### src/rtl/pwm_spread_pkg.sv
// Shared types for the pulse-spreading PWM channel.
// Assumes the configuration word carries its fields in bits 7:0.
package pwm_spread_pkg;
    localparam int EXP_W = 5;

    // Field layout of cfg_word[7:0], with the MSB first.
    typedef struct packed {
        logic [3:0] res_sel;
        logic [1:0] spread_sel;
        logic       invert;
        logic       enable;
    } chan_cfg_t;
endpackage

### src/rtl/pwm_res_decode.sv
// Turns the resolution and spreading selectors into exponents:
// res_bits = log2(frame length), slot_exp = log2(slot count).
// Assumes MAX_RES - MIN_RES fits in the 4-bit selector.
module pwm_res_decode
    import pwm_spread_pkg::*;
#(
    parameter int MIN_RES     = 7,
    parameter int MAX_RES     = 16,
    parameter int SPREAD_BASE = 10
) (
    input  logic [3:0]       res_sel,
    input  logic [1:0]       spread_sel,
    output logic [EXP_W-1:0] res_bits,
    output logic [EXP_W-1:0] slot_exp
);
    localparam int RES_SPAN = MAX_RES - MIN_RES;

    logic [EXP_W-1:0] div_exp;

    // Clamp the resolution and derive the slot exponent, never below zero.
    always_comb begin
        if (res_sel >= 4'(RES_SPAN))
            res_bits = EXP_W'(MAX_RES);
        else
            res_bits = EXP_W'(res_sel) + EXP_W'(MIN_RES);
        div_exp  = EXP_W'(SPREAD_BASE) - EXP_W'(spread_sel);
        slot_exp = (res_bits > div_exp) ? (res_bits - div_exp) : '0;
    end
endmodule

### src/rtl/pwm_frame_counter.sv
// Frame position counter. It runs from 0 to frame_last and wraps to 0.
// It is held at 0 while run is low. The load output marks the cycles in which
// the parent may take new shadow values.
module pwm_frame_counter #(
    parameter int CNT_W = 16
) (
    input  logic             clk,
    input  logic             rst_n,
    input  logic             run,
    input  logic [CNT_W-1:0] frame_last,
    output logic [CNT_W-1:0] cnt,
    output logic             load
);
    assign load = !run || (cnt == frame_last);

    // Advance the position, or restart it at a boundary or while idle.
    always_ff @(posedge clk) begin
        if (!rst_n)
            cnt <= '0;
        else if (load)
            cnt <= '0;
        else
            cnt <= cnt + 1'b1;
    end
endmodule

### src/rtl/pwm_spread_compare.sv
// Raw (non-inverted) level for the current frame position.
// Each slot opens with floor(duty/slots) high clocks.
// The first (duty mod slots) slots get one extra high clock.
// Assumes slot_exp <= res_bits and res_bits < DUTY_W.
module pwm_spread_compare #(
    parameter int CNT_W  = 16,
    parameter int DUTY_W = 17,
    parameter int EXP_W  = 5
) (
    input  logic [CNT_W-1:0]  cnt,
    input  logic [EXP_W-1:0]  res_bits,
    input  logic [EXP_W-1:0]  slot_exp,
    input  logic [DUTY_W-1:0] duty,
    output logic              level
);
    logic [EXP_W-1:0]  seg_bits;
    logic [DUTY_W-1:0] frame_len, pos, slot_idx, base, rem;
    logic              extra;

    // Split the position into slot index and offset, then compare.
    always_comb begin
        seg_bits  = res_bits - slot_exp;
        frame_len = DUTY_W'(1) << res_bits;
        pos       = DUTY_W'(cnt) & ((DUTY_W'(1) << seg_bits) - DUTY_W'(1));
        slot_idx  = DUTY_W'(cnt) >> seg_bits;
        base      = duty >> slot_exp;
        rem       = duty & ((DUTY_W'(1) << slot_exp) - DUTY_W'(1));
        extra     = slot_idx < rem;
        level     = (duty >= frame_len) || (pos < (base + DUTY_W'(extra)));
    end
endmodule

### src/rtl/pwm_spread_channel.sv
// Top of the pulse-spreading PWM channel. It latches the decoded configuration
// and the duty at frame boundaries, counts frame positions and drives the
// output through the inversion stage.
// Assumes clk is the chosen PWM clock and that cfg_word bits 15:8 are unused.
module pwm_spread_channel
    import pwm_spread_pkg::*;
#(
    parameter int MIN_RES     = 7,
    parameter int MAX_RES     = 16,
    parameter int SPREAD_BASE = 10,
    parameter int CFG_W       = 16
) (
    input  logic              clk,
    input  logic              rst_n,
    input  logic              master_en,
    input  logic [CFG_W-1:0]  cfg_word,
    input  logic [MAX_RES:0]  duty,
    output logic              pwm_out
);
    localparam int CNT_W  = MAX_RES;
    localparam int DUTY_W = MAX_RES + 1;

    chan_cfg_t        cfg;
    logic             unused_cfg_hi;
    logic             run, load, level;
    logic [EXP_W-1:0] res_d, slot_d, res_q, slot_q;
    logic [DUTY_W-1:0] duty_q;
    logic             inv_q;
    logic [CNT_W-1:0] cnt, frame_last;

    assign cfg           = chan_cfg_t'(cfg_word[7:0]);
    assign unused_cfg_hi = ^cfg_word[CFG_W-1:8];
    assign run           = cfg.enable & master_en;

    pwm_res_decode #(
        .MIN_RES(MIN_RES), .MAX_RES(MAX_RES), .SPREAD_BASE(SPREAD_BASE)
    ) i_decode (
        .res_sel(cfg.res_sel), .spread_sel(cfg.spread_sel),
        .res_bits(res_d), .slot_exp(slot_d)
    );

    // Shadow copies used for the whole frame, refreshed only on load.
    always_ff @(posedge clk) begin
        if (!rst_n) begin
            res_q  <= EXP_W'(MIN_RES);
            slot_q <= '0;
            duty_q <= '0;
            inv_q  <= 1'b0;
        end else if (load) begin
            res_q  <= res_d;
            slot_q <= slot_d;
            duty_q <= duty;
            inv_q  <= cfg.invert;
        end
    end

    assign frame_last = CNT_W'((DUTY_W'(1) << res_q) - DUTY_W'(1));

    pwm_frame_counter #(.CNT_W(CNT_W)) i_counter (
        .clk(clk), .rst_n(rst_n), .run(run),
        .frame_last(frame_last), .cnt(cnt), .load(load)
    );

    pwm_spread_compare #(.CNT_W(CNT_W), .DUTY_W(DUTY_W), .EXP_W(EXP_W)) i_compare (
        .cnt(cnt), .res_bits(res_q), .slot_exp(slot_q),
        .duty(duty_q), .level(level)
    );

    // Output stage: the live idle level while stopped, the inverted latched level while running.
    always_comb begin
        if (run)
            pwm_out = level ^ inv_q;
        else
            pwm_out = cfg.invert;
    end
endmodule

### config.mk
export PLATFORM = sky130hd
export DESIGN_NAME = pwm_spread_channel
export DESIGN_NICKNAME = d
export VERILOG_FILES = /design/src/rtl/pwm_spread_pkg.sv /design/src/rtl/pwm_res_decode.sv /design/src/rtl/pwm_frame_counter.sv /design/src/rtl/pwm_spread_compare.sv /design/src/rtl/pwm_spread_channel.sv
export SDC_FILE = /design/constraint.sdc
export NUM_CORES = 1
export LEC_CHECK = 0
export CORE_ASPECT_RATIO = 0.7
export CORE_MARGIN = 1
export CORE_UTILIZATION = 40
export CTS_BUF_LIST = sky130_fd_sc_hd__clkbuf_4 sky130_fd_sc_hd__clkbuf_8
export DETAILED_ROUTE_END_ITERATION = 12
export PLACE_DENSITY = 0.64
export SLEW_MARGIN = 25
export SYNTH_ARGS = -nofsm -noshare
export SYNTH_HDL_FRONTEND = slang
export SYNTH_SLANG_ARGS = --single-unit
### constraint.sdc
create_clock -name clk -period 14.9 [get_ports clk]
set_clock_uncertainty 0.1 [all_clocks]
set_input_delay 2.98 -clock clk [delete_from_list [all_inputs] [get_ports clk]]
set_output_delay 2.98 -clock clk [all_outputs]
set_load 0.005 [all_outputs]
# Word-level counts from Yosys, hierarchy flattened
# Cells that the tools add are included.
# op_classes
n_bitwise	5
add_sub_neg	9
n_eq_ne	1
order_cmp	5
multipliers	0
n_shift	5
reduce_logical	4
div_mod_pow	0
muxes	3
# ops
op	n
1-bit by 5-bit << shifter with 17-bit output, first input constant	3
17-bit < comparator	2
17-bit by 1-bit subtractor with 17-bit output, second input constant	2
17-bit by 1-bit adder with 17-bit output	1
16-bit by 17-bit bitwise AND with 17-bit output	1
17-bit bitwise AND	1
17-bit greater-or-equal comparator	1
16-bit by 5-bit right shift with 17-bit output	1
17-bit by 5-bit right shift with 17-bit output	1
16-bit by 1-bit adder with 16-bit output, second input constant	1
16-bit equality test	1
16-bit by 2-bit subtractor with 16-bit output, second input constant	1
5-bit two-way mux	2
5-bit subtractor	2
4-bit by 3-bit adder with 5-bit output, second input constant	1
5-bit greater-than comparator	1
4-bit by 2-bit subtractor with 5-bit output, first input constant	1
4-bit greater-or-equal comparator, second input constant	1
1-bit logical OR	2
2-bit OR reduction	1
1-bit bitwise AND	1
1-bit zero test	1
1-bit two-way mux	1
1-bit NOT	1
1-bit bitwise XOR	1
# word_totals
mem_count	0
output_inout_bits	1
mem_bits_rw	0
romBits	0
elab_cells	37
in_bits	36
latchBits	0
register_bits	44

# Depth between registers and ports, before layout
# depth
ltp_word	9
depth_mapped	39
depth_no_buf	35

# By module
# From an unflattened synthesis, not the netlist that was laid out.
# hier_totals
cells_unflattened	816
hier_area_um2	6364.9
# modules_own_cells
mod	n_inst	seq_area_each_um2	cells_each	area_each_um2
pwm_spread_compare	1	0.0	520	3727.3
pwm_spread_channel	1	560.5	144	1372.6
pwm_frame_counter	1	320.3	101	898.4
pwm_res_decode	1	0.0	51	366.6

# Worst setup path after synthesis
# Ideal clock, no wire load.
# synth_timing
path_kind	reg2out
start	reg res_q[0]
end	out pwm_out
path_buffers	5
t_arrival_ps	6569
path_stages_with_launch	38
setup_slack_ps	5251
path_cell_list	dfxtp_1 > buf_1 > inv_1 > ha_1 > clkbuf_1 > buf_1 > clkbuf_1 > a211oi_1 > a211oi_1 > nor3_1 > a211oi_1 > ha_1 > a21oi_1 > nor2b_1 > o21ai_0 > nand2b_1 > a21oi_1 > nor2b_1 > [2 not listed] > o21ai_0 > ha_1 > ha_1 > o2111a_1 > and4_1 > clkbuf_1 > nand2_1 > xnor2_1 > ha_1 > a21o_1 > a21o_1 > a21oi_1 > nand2b_1 > o311ai_0 > a21oi_1 > nand4_1 > xnor2_1 > o21ai_0
# synth_via
elab_chain_cells	8
# synth_lines
element	line	text
start: declaration	pwm_spread_channel.sv:26	logic [EXP_W-1:0] res_d, slot_d, res_q, slot_q;
start signal: assignment	pwm_spread_channel.sv:45	res_q <= EXP_W'(MIN_RES);
start signal: assignment	pwm_spread_channel.sv:50	res_q <= res_d;
5-bit subtractor	pwm_spread_compare.sv:22	seg_bits = res_bits - slot_exp;
16-bit by 5-bit right shift with 17-bit output / 1-bit by 5-bit << shifter with 17-bit output (equally long branches)	pwm_spread_compare.sv:25, pwm_spread_compare.sv:24	
17-bit < comparator / 17-bit by 1-bit subtractor with 17-bit output (equally long branches)	pwm_spread_compare.sv:28, pwm_spread_compare.sv:24	
17-bit by 1-bit adder with 17-bit output / 16-bit by 17-bit bitwise AND with 17-bit output (equally long branches)	pwm_spread_compare.sv:29, pwm_spread_compare.sv:24	
17-bit < comparator	pwm_spread_compare.sv:29	level = (duty >= frame_len) || (pos < (base + DUTY_W'(extra)));
1-bit logical OR (*)	pwm_spread_compare.sv:29	
1-bit bitwise XOR (*)	pwm_spread_channel.sv:72	pwm_out = level ^ inv_q;
1-bit two-way mux (*)	pwm_spread_channel.sv:71	if (run)
end: declaration	pwm_spread_channel.sv:18	output logic pwm_out
# Every way passes the cells marked *; elsewhere a longest branch is shown, timed or not.

# Worst setup path in the final report
# layout_timing
start	reg slot_q[2]
end	out pwm_out
# layout_via
elab_chain_cells	9
# layout_lines
element	line	text
start: declaration	pwm_spread_channel.sv:26	
start signal: assignment	pwm_spread_channel.sv:51	slot_q <= slot_d;
1-bit by 5-bit << shifter with 17-bit output	pwm_spread_compare.sv:27	rem = duty & ((DUTY_W'(1) << slot_exp) - DUTY_W'(1));
17-bit by 1-bit subtractor with 17-bit output	pwm_spread_compare.sv:27	
17-bit bitwise AND	pwm_spread_compare.sv:27	
17-bit < comparator	pwm_spread_compare.sv:28	extra = slot_idx < rem;
17-bit by 1-bit adder with 17-bit output	pwm_spread_compare.sv:29	
17-bit < comparator (*)	pwm_spread_compare.sv:29	
1-bit logical OR (*)	pwm_spread_compare.sv:29	
1-bit bitwise XOR (*)	pwm_spread_channel.sv:72	
1-bit two-way mux (*)	pwm_spread_channel.sv:71	
# Marked as above.

==> results.md <==
* Remaining Overflow, GRT at 0
* Synth Area in Simple Gates at 24.6%
* R2R depth at 13
* Fill count at 1533
* EDFF count, synth at 0
* Slew of the pin with the lowest slew margin at 1.05 ns
* Max-Cap Viols at 0
* Post-synthesis mux area share at 14.1%
* Ys Warns at 0
* DRT antenna net count at 0
* Layout Cells excl Fill at 1019
* PostCTS Resize Cnt at 0
* Synth Cell Area at 6210 um2
* Die Ht at 106 um
* Top cell by count, worst path: ha_1
* Placed inst area at 6500 um2
* HP Start: inv_q
* Clk pin slew, worst setup/hold paths at 0.08 ns
* Post-synthesis adder-cell area fraction at 13.5%
* Setup TNS at 0 ns
* Main area contributors after synthesis: dfxtp_1 14%, ha_1 13%, mux2i_1 7.4%
* Slowest cell on the critical path: dfxtp_1
* Post-cts hold buffer count at 0
* Worst r2r src: res_q[0]
* H-tree levels at 2
* Top-count cell post-synth: nor2_1
* Routed length per instance at 17.1 um
* Area of the multi-input gates at 4910 um2
* Crit path DAT at 8.46 ns
* Pleak at 0.00258 uW
* Via density per instance at 5.84
* Gpl congestion at 0.903
* Largest net degree at the start of global routing at 37
* Setup Buffers After CTS at 0
* Main combinational cell family by area after synthesis: simple AND/OR/NAND/NOR gates
* Slew Viols, Final at 0
* CTS Buffer Depth at 2
* RSZ-0062 raised after global routing: false
* Async SR Flop Fraction at 0%
* GRT Resource Usage Total at 22.5%
* Design area at 6610 um2
* Cells after Synth at 843
* Area Overhead vs Synth at 6.51%
* Final count of negative-setup-slack endpoints at 0
* Final Hold Fails at 0
* Final core utilization at 44.3%
* DRT iter0 DRCs at 584
* Hold EP: inv_q
* Avg Inst Size Synth at 7.36 um2
* Root buf cell: clkbuf_8
* Routed wire length at 17500 um
* Type of destination of the critical path: output pin
* Ys flop type: dfxtp_1
* Drt pass-1 iters at 5
* Post-synth top cells: 97 x nor2_1, 90 x nand2_1, 64 x ha_1
* Synthesized flop and latch total at 44
* Final cycle utilization of the critical path at 77.4%
* Xor/xnor cell area share of the yosys netlist at 7.06%
* Via Count at 5952
* Final #Nets at 925
* Worst vdd ir at 0.0000422 V
* Crit-path max cell delay at 0.99 ns
* Yosys top cell area share at 14.2%
* Die span in x at 151 um
* Starting density of the core at 41.6%
* Hold depth at 2
* Ratio of cells with drive above 1 in the final layout at 5.95%
* Detail Placement HPWL at 13200 um
* # diodes at 0
* Worst path required time at 11.82 ns
* Drc violations at 0
* Status: finished, final reports clean
* Worst reg2reg path endpoint: i_counter.cnt[4]
* Critical path type: flop to output pin
* Synth area leader: dfxtp_1
* Sink Count at 44
* Num CTS Buffers at 5
* Row Count at 37
* PortBufs at 28
* Slew HR at 29.8%
* CTS tree: yes
* Worst-Skew Late Latency at 0.30 ns
* Worst reg-to-reg setup slack at 10.01 ns
* Dpl cells at 1011
* Tmin final at 11.54 ns
* CP Launch Type: flop
* Register area at 881 um2
* Io pins at 37
* Compound-Gate Fraction of Synth Area at 19.8%
* FMAX at 0.0867 GHz
* Register area share after synthesis at 14.2%
* Netlist cell types at 66
* Power Dens Cells at 82.5 nW/um2
* First-pass GRT wire length at 28500 um
* Initial antenna violation count at 0
* Critical path peak fanout at 26
* Core Region at 14900 um2
* Vias in the first global route at 5341
* Die Area at 16000 um2
* Syn nets at 945
* HP Class: flop to flop
state kept, by name, indices dropped and copies added, names as in the netlist:
signal,cells
duty_q,17
i_counter.cnt,16
inv_q,1
res_q,5
slot_q,5
where the power goes:
| part | switching (uW) | leakage, uW | internal [uW] |
|---|---|---|---|
| combinational | 182 | 0.00216 | 128 |
| sequential | 17.7 | 0.000361 | 123 |
| clock | 42.4 | 0.0000586 | 51.6 |
| total | 242 | 0.00258 | 303 |
kinds of logic (layout without fill, tap and decap cells):
| kind of cell | count (synthesis) | in the layout |
|---|---|---|
| AO/OA/AOI/OAI | 195 | 195 |
| AND/OR/NAND/NOR | 326 | 326 |
| XOR/XNOR | 50 | 50 |
| multiplexers | 70 | 70 |
| adder cells (fa/ha/maj) | 66 | 66 |
| buffers and inverters | 92 | 73 |
| flip-flops | 44 | 44 |
layout by cell type, fill, tap and decap left out, drive strengths merged, types with 3 or more instances in the layout:
cell type,count
a211oi,10
a21boi,3
a21o,8
a21oi,55
a221oi,4
a22oi,3
a311o,3
a31oi,4
and2,10
and3,7
buf,11
clkbuf,6
clkdlybuf4s50,28
clkinv,4
dfxtp,44
ha,64
inv,23
mux2,11
mux2i,46
mux4,13
nand2,90
nand2b,11
nand3,36
nand3b,7
nand4,11
nor2,97
nor2b,19
nor3,22
o211ai,11
o21a,10
o21ai,56
o31ai,4
or2,3
or3,3
xnor2,34
xor2,16
per-stage QoR:
stage / total power, uW / hold slack (ns) / setup slack (ns)
6_report: 545 / 0.440 / 3.36
5_1_grt: 595 / 0.470 / 2.61
4_1_cts: 544 / 0.453 / 3.44
3_5_place_dp: 450 / 0.441 / 3.81
3_3_place_gp: 448 / 0.406 / 3.79
2_1_floorplan: 375 / 0.382 / 5.25
layer usage:
metal  GRT usage, %  vias to the layer above  wire [um]
met4           3.93                        0        180
met2           31.9                      189       7060
met5              0                        -          0
li1               -                     2993          -
met3           4.33                       20       1400
met1           34.6                     2750       8830
critical path, delay by kind of cell (launching register included):
kind / cells / cell delay (ns)
simple gates: 7 / 1.64
flops: 1 / 0.99
fa+ha+maj: 5 / 1.51
compound gates: 11 / 2.47
buf+inv: 3 / 1.10
xor+xnor: 3 / 0.41
cell type report:
cell class	instances	area share, %
timing repair buffer	39	5.49
inverter	26	1.48
sequential	44	13.3
multi-input combinational	707	74.3
clock inverter	2	0.530
clock buffer	6	1.15
tap	195	3.69
worst max-delay path by stage:
stage	startpoint	end	slack, ns
floorplan	res_q[0]	pwm_out	5.25
global placement	slot_q[2]	pwm_out	3.79
detailed placement	slot_q[2]	pwm_out	3.81
CTS	slot_q[2]	pwm_out	3.44
global route	slot_q[2]	pwm_out	2.61
finish	slot_q[2]	pwm_out	3.36
Note: power is estimated with default switching activity, not from simulation.
